===== config.mk =====
export PLATFORM = sky130hd
export DESIGN_NAME = branch_next_pc
export DESIGN_NICKNAME = d
export VERILOG_FILES = /design/src/rtl/branch_next_pc.sv
export SDC_FILE = /design/constraint.sdc
export NUM_CORES = 1
export LEC_CHECK = 0
export ABC_AREA = 1
export BUFFER_PORTS_ARGS = -buffer_cell sky130_fd_sc_hd__buf_4
export CAP_MARGIN = 10
export CORE_MARGIN = 2
export CORE_UTILIZATION = 35
export DETAILED_ROUTE_END_ITERATION = 10
export GPL_TIMING_DRIVEN = 0
export PLACE_DENSITY_LB_ADDON = 0.15
export RECOVER_POWER = 100
export SETUP_SLACK_MARGIN = 0.15
export SYNTH_ARGS = -nofsm -noshare
export SYNTH_HDL_FRONTEND = slang
export SYNTH_SLANG_ARGS = --single-unit
export TNS_END_PERCENT = 50

===== constraint.sdc =====
create_clock -name vclk -period 3.7
set_clock_uncertainty 0.2 [all_clocks]
set_input_delay 0.555 -clock vclk [all_inputs]
set_output_delay 0.555 -clock vclk [all_outputs]
set_load 0.03 [all_outputs]

===== src/rtl/branch_next_pc.sv =====
module branch_next_pc #(
  parameter int XLEN     = 32,
  parameter int OPC_W    = 6,
  parameter int RIDX_W   = 5,
  parameter int BR_OFF_W = 16,
  parameter int J_OFF_W  = 26,
  parameter int LINK_REG = 31
) (
  input  logic [XLEN-1:0]   pc_i,
  input  logic [XLEN-1:0]   instr_i,
  input  logic [XLEN-1:0]   opa_i,
  input  logic [XLEN-1:0]   opb_i,
  output logic [XLEN-1:0]   next_pc_o,
  output logic              taken_o,
  output logic              link_we_o,
  output logic [RIDX_W-1:0] link_idx_o,
  output logic [XLEN-1:0]   link_addr_o
);

  localparam int OPC_LSB = XLEN - OPC_W;
  localparam int BR_PAD  = XLEN - BR_OFF_W - 2;
  localparam int J_PAD   = XLEN - J_OFF_W - 2;

  localparam logic [OPC_W-1:0] OPC_EQ   = OPC_W'(8'h20);
  localparam logic [OPC_W-1:0] OPC_NE   = OPC_W'(8'h21);
  localparam logic [OPC_W-1:0] OPC_LEU  = OPC_W'(8'h23);
  localparam logic [OPC_W-1:0] OPC_LTU  = OPC_W'(8'h25);
  localparam logic [OPC_W-1:0] OPC_GEU  = OPC_W'(8'h27);
  localparam logic [OPC_W-1:0] OPC_GTU  = OPC_W'(8'h29);
  localparam logic [OPC_W-1:0] OPC_JREL = OPC_W'(8'h2A);
  localparam logic [OPC_W-1:0] OPC_JREG = OPC_W'(8'h2B);
  localparam logic [OPC_W-1:0] OPC_JLNK = OPC_W'(8'h2C);

  wire [OPC_W-1:0] opc     = instr_i[XLEN-1:OPC_LSB];
  wire [XLEN-1:0]  seq_pc  = pc_i + XLEN'(4);
  wire [XLEN-1:0]  br_disp = {{BR_PAD{instr_i[BR_OFF_W-1]}}, instr_i[BR_OFF_W-1:0], 2'b00};
  wire [XLEN-1:0]  j_disp  = {{J_PAD{instr_i[J_OFF_W-1]}}, instr_i[J_OFF_W-1:0], 2'b00};
  wire             a_eq_b  = (opa_i == opb_i);
  wire             a_lt_b  = (opa_i < opb_i);

  assign link_idx_o  = RIDX_W'(LINK_REG);
  assign link_addr_o = seq_pc;

  logic            is_cond;
  logic            cond_ok;
  logic [XLEN-1:0] nxt;
  logic            tk;
  logic            lwe;

  always_comb begin
    is_cond = 1'b0;
    cond_ok = 1'b0;
    tk      = 1'b0;
    lwe     = 1'b0;
    nxt     = seq_pc;
    case (opc)
      OPC_EQ:  begin is_cond = 1'b1; cond_ok = a_eq_b;            end
      OPC_NE:  begin is_cond = 1'b1; cond_ok = !a_eq_b;           end
      OPC_LEU: begin is_cond = 1'b1; cond_ok = a_lt_b || a_eq_b;  end
      OPC_LTU: begin is_cond = 1'b1; cond_ok = a_lt_b;            end
      OPC_GEU: begin is_cond = 1'b1; cond_ok = !a_lt_b;           end
      OPC_GTU: begin is_cond = 1'b1; cond_ok = !a_lt_b && !a_eq_b; end
      OPC_JREL: begin tk = 1'b1; nxt = seq_pc + j_disp; end
      OPC_JREG: begin tk = 1'b1; nxt = opa_i;           end
      OPC_JLNK: begin tk = 1'b1; lwe = 1'b1; nxt = seq_pc + j_disp; end
      default: ;
    endcase
    if (is_cond && cond_ok) begin
      tk  = 1'b1;
      nxt = seq_pc + br_disp;
    end
    next_pc_o = nxt;
    taken_o   = tk;
    link_we_o = lwe;


    seq_when_not_taken_chk: assert (tk || nxt == pc_i + XLEN'(4));

    link_only_jlnk_chk: assert (!lwe || (opc == OPC_JLNK && tk));

    jreg_target_chk: assert (opc != OPC_JREG || (tk && nxt == opa_i));

    eq_branch_chk: assert (opc != OPC_EQ || tk == (opa_i == opb_i));

    geu_ltu_pair_chk: assert (opc != OPC_GEU || tk == !(opa_i < opb_i));

    other_opc_chk: assert (is_cond || tk || !lwe);
  end

endmodule


==> out/metrics.csv <==
metric,value,unit
min_period,4.058,ns
drive_gt1_frac,0.4457,
grt_setup_unrepaired,true,
min_path_type,in2out,
via_per_inst,5.183,
holdPathEnd,next_pc_o[1],
seqCellArea,0,um^2
portBuffers,194,
timing.fmax,246.5,MHz
synth_cell_types,41,
num_rows,48,
drtIter0Drc,668,
fillers,1632,
worst_setup_path_end_kind,output port,
antenna_found_initial,0,
ctsHoldBuffers,0,
wl_met3,1964,um
seq_cell_count,0,
netlist_instances,1183,
die_w,135.3,um
highest_layer,met4,
vias,8900,
syn_area,0.006037,mm^2
placed_area,0.008378,mm^2
grt_pass1_vias,8510,
stdcell_count,1717,
hold_start,pc_i[1],
failed_checks,negative setup slack,
power,1.722,mW
critPathSlowestCell,ha_4,
die_area,0.01832,mm^2
leakage,5.644,nW
clock_buffers,0,
layout_setup_ws,-0.3575,ns
wl_met1,13060,um
grt_overflow,0,
drt_first_pass_iters,5,
tightest_slew,0.7559,ns
cap_violations,0,
power_density,156.7,mW/mm^2
layout_commonest_cell,nand2_1,
utilization,0.6443,
start_util,0.3539,
slew_violations,0,
grt_max_degree,17,
critPathLaunchType,input port,
ys_seq_area_frac,0,
num_antenna_cells,0,
met2WireLength,13880,um
routed_wl,30420,um
core-area,0.01706,mm^2
die_h,135.3,um
final_cell_mix,"331 x nand2_1, 253 x buf_4, 150 x inv_1, 72 x nand2_2, 69 x nand3_1",
dp_hpwl,24090,um
ioPinCount,199,
drcViolationCount,0,
slowest_delay,0.32,ns
min_path_cells,4,
cp_max_fo,5,
finalInstanceArea,0.01099,mm^2
path_class,in2out,
status,"complete, but fails checks",
final_antenna_net_count,0,
crit_chain,buf_12 -> ha_4 -> nand2_4 -> nor2_4 -> nand2_4 -> nor2_4 -> buf_6 -> xor2_4 -> ha_4 -> nand2_1 -> nor2_2 -> inv_1 -> nor2_4 -> nand3_1 -> nand3_1 -> nor2_1 -> o21bai_1 -> nand2_1 -> nand2_4 -> buf_6,
grt_pass1_wl,45440,um
avgSynthCellArea,5.103,um^2
setup_viol,23,
syn_to_final_growth,82.03,%
wire_per_inst,17.72,um
finalHoldViolations,0,
dp_cells,1606,
max_slew_margin,0.4961,
track_usage,0.3182,
routabilityCongestion,1.037,
yosys_warnings,0,
final_nets,1700,
max-vdd-ir-drop,0.1129,mV
finalCritPeriodShare,1.097,
arrival,3.30,ns
worstPathRequired,2.94,ns
==> timing repair <==
action                                  in CTS  in global routing
pin swaps                                  100                129
setup buffers                               80                 31
gates resized for setup                    287                145
endpoints found under the setup margin      25                 30
==> cell families after synthesis <==
| family | share of synthesized area |
|---|---|
| adders and majority gates | 0.1629 |
| buffers and inverters | 0.1389 |
| other | 0.0006212 |
| and+or+nand+nor | 0.4899 |
| xor gates and xnor gates | 0.04643 |
| AOI/OAI and AO/OA | 0.1612 |
==> routing by layer <==
| metal | vias to the layer above | track usage |
|---|---|---|
| met5 | - | 0 |
| li1 | 4428 | - |
| met4 | 0 | 0.09664 |
| met1 | 4083 | 0.4236 |
| met2 | 316 | 0.5443 |
| met3 | 73 | 0.03030 |
==> critical path: cells and delay by family <==
family / cells / cell delay [ns]
AOI/OAI and AO/OA: 1 / 0.19
xor gates and xnor gates: 1 / 0.08
adders and majority gates: 2 / 0.47
buffers and inverters: 4 / 0.48
and+or+nand+nor: 12 / 1.50
==> Yosys cell counts, types with 2 or more instances <==
| library cell | number | area (um^2) |
|---|---|---|
| a21o_1 | 4 | 30.03 |
| nand3b_1 | 8 | 60.06 |
| o21bai_1 | 37 | 277.8 |
| and2_1 | 4 | 25.02 |
| nor3_1 | 17 | 85.08 |
| nor4_1 | 2 | 12.51 |
| nor2_2 | 3 | 18.77 |
| nand2_1 | 436 | 1637 |
| nand4_1 | 28 | 175.2 |
| ha_1 | 77 | 963.4 |
| nand3_1 | 82 | 410.4 |
| buf_4 | 7 | 52.55 |
| nor3_2 | 2 | 20.02 |
| o211ai_1 | 8 | 60.06 |
| buf_6 | 3 | 33.78 |
| o21a_1 | 3 | 22.52 |
| clkbuf_1 | 4 | 15.01 |
| inv_1 | 182 | 683.2 |
| a21oi_1 | 64 | 320.3 |
| nand3_2 | 3 | 30.03 |
| buf_2 | 10 | 50.05 |
| xor2_1 | 19 | 166.4 |
| nor2_1 | 111 | 416.7 |
| xnor2_1 | 13 | 113.9 |
| or2_2 | 2 | 12.51 |
| o21ai_0 | 35 | 175.2 |
| o221ai_1 | 5 | 43.79 |
==> layout make-up <==
class	count	area, um^2	share of cell area
Buffer	24	153.9	0.01400
Tap cell	225	281.5	0.02562
Multi-Input combinational cell	980	7268	0.6614
Inverter	183	701.9	0.06387
Timing Repair Buffer	305	2584	0.2351
==> through the flow <==
stage	setup slack [ns]	TNS [ns]	hold slack (ns)
after floorplan	0.06545	0	1.009
after global placement	-1.025	-17.32	1.221
after detailed placement	-0.9885	-16.89	1.223
after CTS	-0.2863	-3.906	1.224
after global routing	-0.4986	-9.548	1.263
final	-0.3575	-5.815	1.228
==> where the power goes <==
group	switching [mW]	total, mW	internal [mW]
clock network	0	0	0
logic	0.980	1.72	0.741
registers	0	0	0
==> worst max path at each step <==
stage | to | startpoint | slack, ns | cells past startpoint
2_1_floorplan | next_pc_o[21] | pc_i[2] | 0.07 | 15
3_3_place_gp | next_pc_o[31] | pc_i[2] | -1.02 | 19
4_1_cts | next_pc_o[28] | pc_i[3] | -0.29 | 21
5_1_grt | next_pc_o[21] | pc_i[4] | -0.50 | 19
3_5_place_dp | next_pc_o[31] | pc_i[2] | -0.99 | 19
6_report | next_pc_o[25] | pc_i[2] | -0.36 | 20
Note: power is estimated with default switching activity, not from simulation.
